[src/rtl/sc_addi_pkg.sv]
package sc_addi_pkg;
  localparam int unsigned XLEN     = 32;
  localparam int unsigned REG_AW   = 5;
  localparam int unsigned NREG     = 1 << REG_AW;
  localparam int unsigned IMM_W    = 12;
  localparam int unsigned PC_STEP  = 4;
  localparam int unsigned WMASK_W  = XLEN / 8;

  typedef logic [XLEN-1:0]   word_t;
  typedef logic [REG_AW-1:0] reg_idx_t;

  typedef enum logic [3:0] {
    ALU_ADD = 4'b0000
  } alu_sel_e;

  // I-type field layout, bit 31 first
  typedef struct packed {
    logic [IMM_W-1:0] imm;
    reg_idx_t         rs1;
    logic [2:0]       funct3;
    reg_idx_t         rd;
    logic [6:0]       opcode;
  } itype_t;
endpackage

[src/rtl/sc_addi_pc.sv]
module sc_addi_pc
  import sc_addi_pkg::*;
#(
  parameter int unsigned IMEM_AW = 14
) (
  input  logic               clk_i,
  input  logic               rst_ni,
  output word_t              pc_o,
  output logic [IMEM_AW-1:0] imem_idx_o
);
  localparam int unsigned IDX_LSB = $clog2(PC_STEP);

  word_t pc_q;

  always_ff @(posedge clk_i or negedge rst_ni) begin
    if (!rst_ni) pc_q <= '0;
    else         pc_q <= pc_q + word_t'(PC_STEP);
  end

  assign pc_o       = pc_q;
  assign imem_idx_o = pc_q[IMEM_AW+IDX_LSB-1:IDX_LSB];

  logic unused_pc_bits;
  assign unused_pc_bits = ^{pc_q[XLEN-1:IMEM_AW+IDX_LSB], pc_q[IDX_LSB-1:0]};
endmodule

[src/rtl/sc_addi_decode.sv]
module sc_addi_decode
  import sc_addi_pkg::*;
(
  input  word_t    instr_i,
  output reg_idx_t rs1_o,
  output reg_idx_t rd_o,
  output word_t    imm_o
);
  itype_t f;
  assign f     = itype_t'(instr_i);
  assign rs1_o = f.rs1;
  assign rd_o  = f.rd;
  assign imm_o = {{(XLEN-IMM_W){f.imm[IMM_W-1]}}, f.imm};

  // opcode and funct3 are not decoded: control is fixed
  logic unused_fields;
  assign unused_fields = ^{f.opcode, f.funct3};
endmodule

[src/rtl/sc_addi_regfile.sv]
module sc_addi_regfile
  import sc_addi_pkg::*;
(
  input  logic     clk_i,
  input  logic     rst_ni,
  input  reg_idx_t rs1_i,
  input  reg_idx_t rd_i,
  input  logic     we_i,
  input  word_t    wdata_i,
  output word_t    rdata1_o,
  output word_t    dbg_x1_o,
  output word_t    dbg_x2_o,
  output word_t    dbg_x5_o,
  output word_t    dbg_x6_o,
  output word_t    dbg_x7_o,
  output word_t    dbg_x8_o,
  output word_t    dbg_x9_o,
  output word_t    dbg_x10_o
);
  word_t regs_q [NREG];

  assign regs_q[0] = '0;

  for (genvar i = 1; i < NREG; i++) begin : g_reg
    always_ff @(posedge clk_i or negedge rst_ni) begin
      if (!rst_ni)                          regs_q[i] <= '0;
      else if (we_i && rd_i == reg_idx_t'(i)) regs_q[i] <= wdata_i;
    end
  end

  assign rdata1_o  = regs_q[rs1_i];
  assign dbg_x1_o  = regs_q[1];
  assign dbg_x2_o  = regs_q[2];
  assign dbg_x5_o  = regs_q[5];
  assign dbg_x6_o  = regs_q[6];
  assign dbg_x7_o  = regs_q[7];
  assign dbg_x8_o  = regs_q[8];
  assign dbg_x9_o  = regs_q[9];
  assign dbg_x10_o = regs_q[10];
endmodule

[src/rtl/sc_addi_alu.sv]
module sc_addi_alu
  import sc_addi_pkg::*;
(
  input  word_t    a_i,
  input  word_t    b_i,
  input  alu_sel_e sel_i,
  output word_t    res_o
);
  always_comb begin
    unique case (sel_i)
      ALU_ADD: res_o = a_i + b_i;
      default: res_o = a_i + b_i;
    endcase
  end
endmodule

[src/rtl/sc_addi_core.sv]
module sc_addi_core
  import sc_addi_pkg::*;
#(
  parameter int unsigned IMEM_AW = 14
) (
  input  logic               clk_i,
  input  logic               rst_ni,
  input  logic [31:0]        instr_i,
  output logic [31:0]        pc_o,
  output logic [IMEM_AW-1:0] imem_idx_o,
  output logic [31:0]        dmem_addr_o,
  output logic [31:0]        dmem_wdata_o,
  output logic [3:0]         dmem_wmask_o,
  output logic [31:0]        dbg_x1_o,
  output logic [31:0]        dbg_x2_o,
  output logic [31:0]        dbg_x5_o,
  output logic [31:0]        dbg_x6_o,
  output logic [31:0]        dbg_x7_o,
  output logic [31:0]        dbg_x8_o,
  output logic [31:0]        dbg_x9_o,
  output logic [31:0]        dbg_x10_o
);
  reg_idx_t rs1_idx, rd_idx;
  word_t    imm_ext, rs1_data, alu_res;

  // fixed control for the single supported instruction
  localparam alu_sel_e ALU_SEL = ALU_ADD;
  localparam logic     REG_WE  = 1'b1;

  sc_addi_pc #(.IMEM_AW(IMEM_AW)) u_pc (
    .clk_i      (clk_i),
    .rst_ni     (rst_ni),
    .pc_o       (pc_o),
    .imem_idx_o (imem_idx_o)
  );

  sc_addi_decode u_dec (
    .instr_i (instr_i),
    .rs1_o   (rs1_idx),
    .rd_o    (rd_idx),
    .imm_o   (imm_ext)
  );

  sc_addi_regfile u_rf (
    .clk_i     (clk_i),
    .rst_ni    (rst_ni),
    .rs1_i     (rs1_idx),
    .rd_i      (rd_idx),
    .we_i      (REG_WE),
    .wdata_i   (alu_res),
    .rdata1_o  (rs1_data),
    .dbg_x1_o  (dbg_x1_o),
    .dbg_x2_o  (dbg_x2_o),
    .dbg_x5_o  (dbg_x5_o),
    .dbg_x6_o  (dbg_x6_o),
    .dbg_x7_o  (dbg_x7_o),
    .dbg_x8_o  (dbg_x8_o),
    .dbg_x9_o  (dbg_x9_o),
    .dbg_x10_o (dbg_x10_o)
  );

  sc_addi_alu u_alu (
    .a_i   (rs1_data),
    .b_i   (imm_ext),
    .sel_i (ALU_SEL),
    .res_o (alu_res)
  );

  assign dmem_addr_o  = '0;
  assign dmem_wdata_o = '0;
  assign dmem_wmask_o = '0;
endmodule

[config.mk]
export PLATFORM = sky130hd
export DESIGN_NAME = sc_addi_core
export DESIGN_NICKNAME = d
export VERILOG_FILES = /design/src/rtl/sc_addi_pkg.sv /design/src/rtl/sc_addi_pc.sv /design/src/rtl/sc_addi_decode.sv /design/src/rtl/sc_addi_regfile.sv /design/src/rtl/sc_addi_alu.sv /design/src/rtl/sc_addi_core.sv
export SDC_FILE = /design/constraint.sdc
export NUM_CORES = 2
export LEC_CHECK = 0
export ABC_AREA = 1
export BUFFER_PORTS_ARGS = -buffer_cell sky130_fd_sc_hd__buf_2
export CELL_PAD_IN_SITES_DETAIL_PLACEMENT = 0
export CELL_PAD_IN_SITES_GLOBAL_PLACEMENT = 1
export CORE_ASPECT_RATIO = 1.4
export CORE_MARGIN = 4
export CORE_UTILIZATION = 41
export CTS_CLUSTER_DIAMETER = 120
export DETAILED_ROUTE_END_ITERATION = 8
export GPL_ROUTABILITY_DRIVEN = 1
export GPL_TIMING_DRIVEN = 0
export PLACE_DENSITY_LB_ADDON = 0.1
export SLEW_MARGIN = 20
export SYNTH_ARGS = -nofsm -noshare
export SYNTH_HDL_FRONTEND = slang
export SYNTH_HIERARCHICAL = 1
export SYNTH_SLANG_ARGS = --single-unit
[constraint.sdc]
create_clock -name clk_i -period 2.9 [get_ports clk_i]
set_input_delay 0.29 -clock clk_i [delete_from_list [all_inputs] [get_ports clk_i]]
set_output_delay 0.29 -clock clk_i [all_outputs]
set_load 0.01 [all_outputs]
==> impl_summary.md <==
Synth
By area the synthesized netlist is led by sky130_fd_sc_hd__dfrtp_1 (48%), sky130_fd_sc_hd__nand2_1 (16%), sky130_fd_sc_hd__o21ai_0 (8.5%). The async set-reset flop share out of synthesis is between 90% and 100%. The sequential fraction of the synthesis area is 47.7%. Among all flip-flop cells after synthesis, the most frequent one is sky130_fd_sc_hd__dfrtp_1.

Counting distinct cell types in the post-synthesis netlist gives 36. During synthesis, Yosys emitted a total of 6 warnings. Counting instances in the post-synthesis netlist gives the leading cell types as sky130_fd_sc_hd__nand2_1 (2233), sky130_fd_sc_hd__dfrtp_1 (1022), sky130_fd_sc_hd__o21ai_0 (905). The most frequently used cell type in the post-synthesis netlist is sky130_fd_sc_hd__nand2_1. The post-synthesis instance total is approximately 7200. After synthesis the netlist holds a flip-flop and latch count of 1022.

The synthesized cell area is about 54000 um2. In this run the mean area of a mapped cell was 7.48 um2. The biggest area contributor in the post-synthesis netlist is sky130_fd_sc_hd__dfrtp_1. Summed over its instances, the top area cell type makes up between 40% and 50% of the synthesized netlist area. The synthesized design contains 0 enable-type register cells.

STA
Across all hold checks on the routed design, the worst slack comes to 0.0931 ns. The worst path setup slack after routing is -0.252 ns. The max-slew violation count is 0. The setup total negative slack is -76.76 ns. The maximum frequency from static timing analysis is 0.317 GHz.

The worst-case clock skew is approximately 0.025 ns. Measured against its own limit, the worst slew margin works out to a little over a third. The slew at the pin closest to its max-slew limit is about 0.95 ns. The final setup violation count is 720.

The number of endpoints with negative hold slack in the final report came to 0. The minimum period implied by the final worst setup slack is 3.15 ns. The share of the clock period used by the worst path is 109%.

Setup repair after global routing could not meet its margin everywhere.

Placed design
Port buffering added 301 buffers. The global placement routability congestion is approximately 0.97. The HPWL reported at the end of detailed placement is 164000 um. The cell total after placement is ~9300.

Critical path
In this run the worst path has a maximum fanout of 10. STA classifies the critical path startpoint as a primary input. The worst reg2reg path startpoint is u_rf/dbg_x8_o[12]. For the worst flop-to-flop path, the logic depth is 21.

The worst setup path is of the in2reg kind. The nature of the critical path endpoint is a flip-flop. The endpoint identified for the worst register-to-register timing path is u_rf/dbg_x10_o[30]. The arrival time at the worst endpoint is 3.72 ns. The critical path data required time is 3.47 ns. The internal reg-to-reg setup slack is -0.18 ns.

Routing
The DRC marker count from the first detailed-route iteration is roughly 4500. After detailed routing, the average wire length per cell comes to 22.7 um. Using the TritonRoute via totals, the vias-per-cell ratio works out to 5.09.

The post-detailed-route DRC marker count is 0. For this run, the detailed router's first-pass iteration total came to 6. The total number of vias is ~49000. The final antenna-violating net count is 0. The final layout contains routed wiring with a total length of ~220000 um.

Global route
The largest net degree at the start of global routing is 133. The global-route wire length before repair is 312000 um. The initial antenna violation count is 5. The via count of the first global-routing pass was 47400. Global routing used approximately 31% of the available tracks across all layers. For this run the aggregate overflow at the end of global routing stands at 0.

Final layout
The share of post-route cells with drive strength above 1 is 20.9%. From synthesis to final layout, the design area changed by 21.6%. After the last flow step, the layout net total stands at 7789. The post-route non-filler standard cell count is approximately 9600.

Fill cells in the final layout number 13100.

Power
The leakage component of the power is approximately 0.033 uW. The total power after layout is between 50000 and 60000 uW. The maximum vdd ir drop is 515 uV. The power density over the cells is 811 nW/um2.

Clock tree
The clock passes through at most 3 buffers. TritonCTS built the clock tree. The count of clock tree sinks is 1022. The total number of H-tree levels is 3. Clock-pin slew was measured on the worst setup and hold paths at around 0.06 ns. CTS placed an instance of sky130_fd_sc_hd__clkbuf_16 at the clock tree root.

The clock buffer count from CTS is roughly 110. The clock latency at the later pin of the worst-skew pair is 0.73 ns.

Floorplanning
The I/O pin total is 404. The initial utilization of the core area, before any placement, comes to 41.4%. The floorplan has 156 rows. The die outline height is 436 um. The area of the core is 129000 um2. The die outline area is 137000 um2. The width of the chip is 314 um.

Outcome
The checks that failed: setup timing. The run finished, with violations left.

Job
The tool flagged a number of max-cap violations equal to 0.

Worst hold path
The min-delay analysis places its worst path in the category in2async.
## cells by family after synthesis
logic type	share of synthesized area [%]
and+or+nand+nor	25.2
AOI/OAI and AO/OA	10.7
buffers and inverters	15.0
xor gates and xnor gates	0.521
adders and majority gates	0.784
other	0.0210
DFF	47.7
## cells in the final DEF, fill, tap and decap left out, types with 53 or more instances in the layout
| cell | instances |
|---|---|
| sky130_fd_sc_hd__nand2_1 | 2134 |
| sky130_fd_sc_hd__dfrtp_1 | 1016 |
| sky130_fd_sc_hd__inv_1 | 816 |
| sky130_fd_sc_hd__nand3_1 | 761 |
| sky130_fd_sc_hd__o21ai_0 | 704 |
| sky130_fd_sc_hd__buf_4 | 468 |
| sky130_fd_sc_hd__buf_2 | 365 |
| sky130_fd_sc_hd__o21ai_1 | 227 |
| sky130_fd_sc_hd__clkbuf_1 | 214 |
| sky130_fd_sc_hd__clkbuf_16 | 142 |
| sky130_fd_sc_hd__a21oi_1 | 131 |
| sky130_fd_sc_hd__nand2_2 | 114 |
| sky130_fd_sc_hd__conb_1 | 72 |
| sky130_fd_sc_hd__o21ai_2 | 61 |
| sky130_fd_sc_hd__nor2_1 | 53 |
## state kept, by name (all words and copies together) (netlist names)
signal          flops
u_rf/dbg_x6_o      32
u_rf/dbg_x8_o      32
u_rf/dbg_x2_o      32
u_rf/dbg_x9_o      32
u_rf/dbg_x1_o      32
u_rf/regs_q       736
u_rf/dbg_x10_o     32
u_rf/dbg_x5_o      32
u_rf/dbg_x7_o      32
u_pc/pc_o          30
## what timing repair did
action	4_1_cts	5_1_grt
hold buffers	2	0
pin swaps	23	71
endpoints found under the hold margin	200	0
endpoints found under the setup margin	991	947
resized for setup	418	543
gates cloned	11	11
setup buffers	16	26
## area by class of cell
| class | instances | area, um2 | area share [%] |
|---|---|---|---|
| flip-flops and latches | 1022 | 25600 | 39.3 |
| plain buffers | 861 | 6060 | 9.30 |
| multi-input cells | 4507 | 21700 | 33.3 |
| repair buffers | 376 | 2600 | 3.99 |
| diodes | 7 | 17.5 | 0.0269 |
| well taps | 1738 | 2170 | 3.34 |
| clock inverters | 40 | 537 | 0.824 |
| clock buffers | 158 | 3240 | 4.98 |
| inverters | 846 | 3230 | 4.96 |
## through the flow
step           util (%)  worst slack (ns)  area, um2
2_1_floorplan         -          -0.00225      54000
3_3_place_gp       44.6            -21.48      57700
3_5_place_dp       44.8             -2.58      58000
4_1_cts            49.1            -0.182      63500
5_1_grt            50.3            -0.289      65100
6_report           50.3            -0.252      65100
## worst max-delay path: stages
cell,delay (ns)
sky130_fd_sc_hd__buf_4,0.12
sky130_fd_sc_hd__clkbuf_2,0.35
sky130_fd_sc_hd__buf_2,0.55
sky130_fd_sc_hd__nand3_2,0.22
sky130_fd_sc_hd__nand3_1,0.14
sky130_fd_sc_hd__nand2_2,0.07
sky130_fd_sc_hd__nand2_2,0.07
sky130_fd_sc_hd__nand2_2,0.07
sky130_fd_sc_hd__ha_4,0.20
sky130_fd_sc_hd__fa_2,0.39
sky130_fd_sc_hd__buf_4,0.17
sky130_fd_sc_hd__nand3_2,0.08
sky130_fd_sc_hd__nand3_4,0.15
sky130_fd_sc_hd__nand2_4,0.13
sky130_fd_sc_hd__nand3_1,0.09
sky130_fd_sc_hd__nand2_1,0.08
sky130_fd_sc_hd__nand2_2,0.10
sky130_fd_sc_hd__inv_8,0.14
sky130_fd_sc_hd__clkbuf_16,0.19
sky130_fd_sc_hd__o21ai_0,0.09
## layer usage
layer  track usage [%]  part of all wire, %
met1              37.5                   39
met2              54.3                   49
met5                 0                    0
met4              15.6                  5.5
met3              3.64                  6.3
## power by group
group | internal, uW | switching [uW] | total (uW)
Clock | 8790 | 6060 | 14800
Sequential | 18300 | 2790 | 21100
Combinational | 7040 | 9850 | 16900
## worst max path at each step
stage / start / endpoint / slack (ns) / cells past startpoint
final: instr_i[17] / u_rf/regs_q[634] / -0.25 / 20
after global routing: u_rf/dbg_x8_o[7] / u_rf/regs_q[190] / -0.29 / 20
after CTS: u_rf/dbg_x8_o[0] / u_rf/regs_q[220] / -0.18 / 22
after detailed placement: instr_i[17] / u_rf/regs_q[602] / -2.58 / 22
after global placement: rst_ni / u_rf/dbg_x6_o[27] / -21.48 / 1
after floorplan: instr_i[16] / u_rf/regs_q[476] / -0.002 / 25
Power figures use the tool's default switching activity.
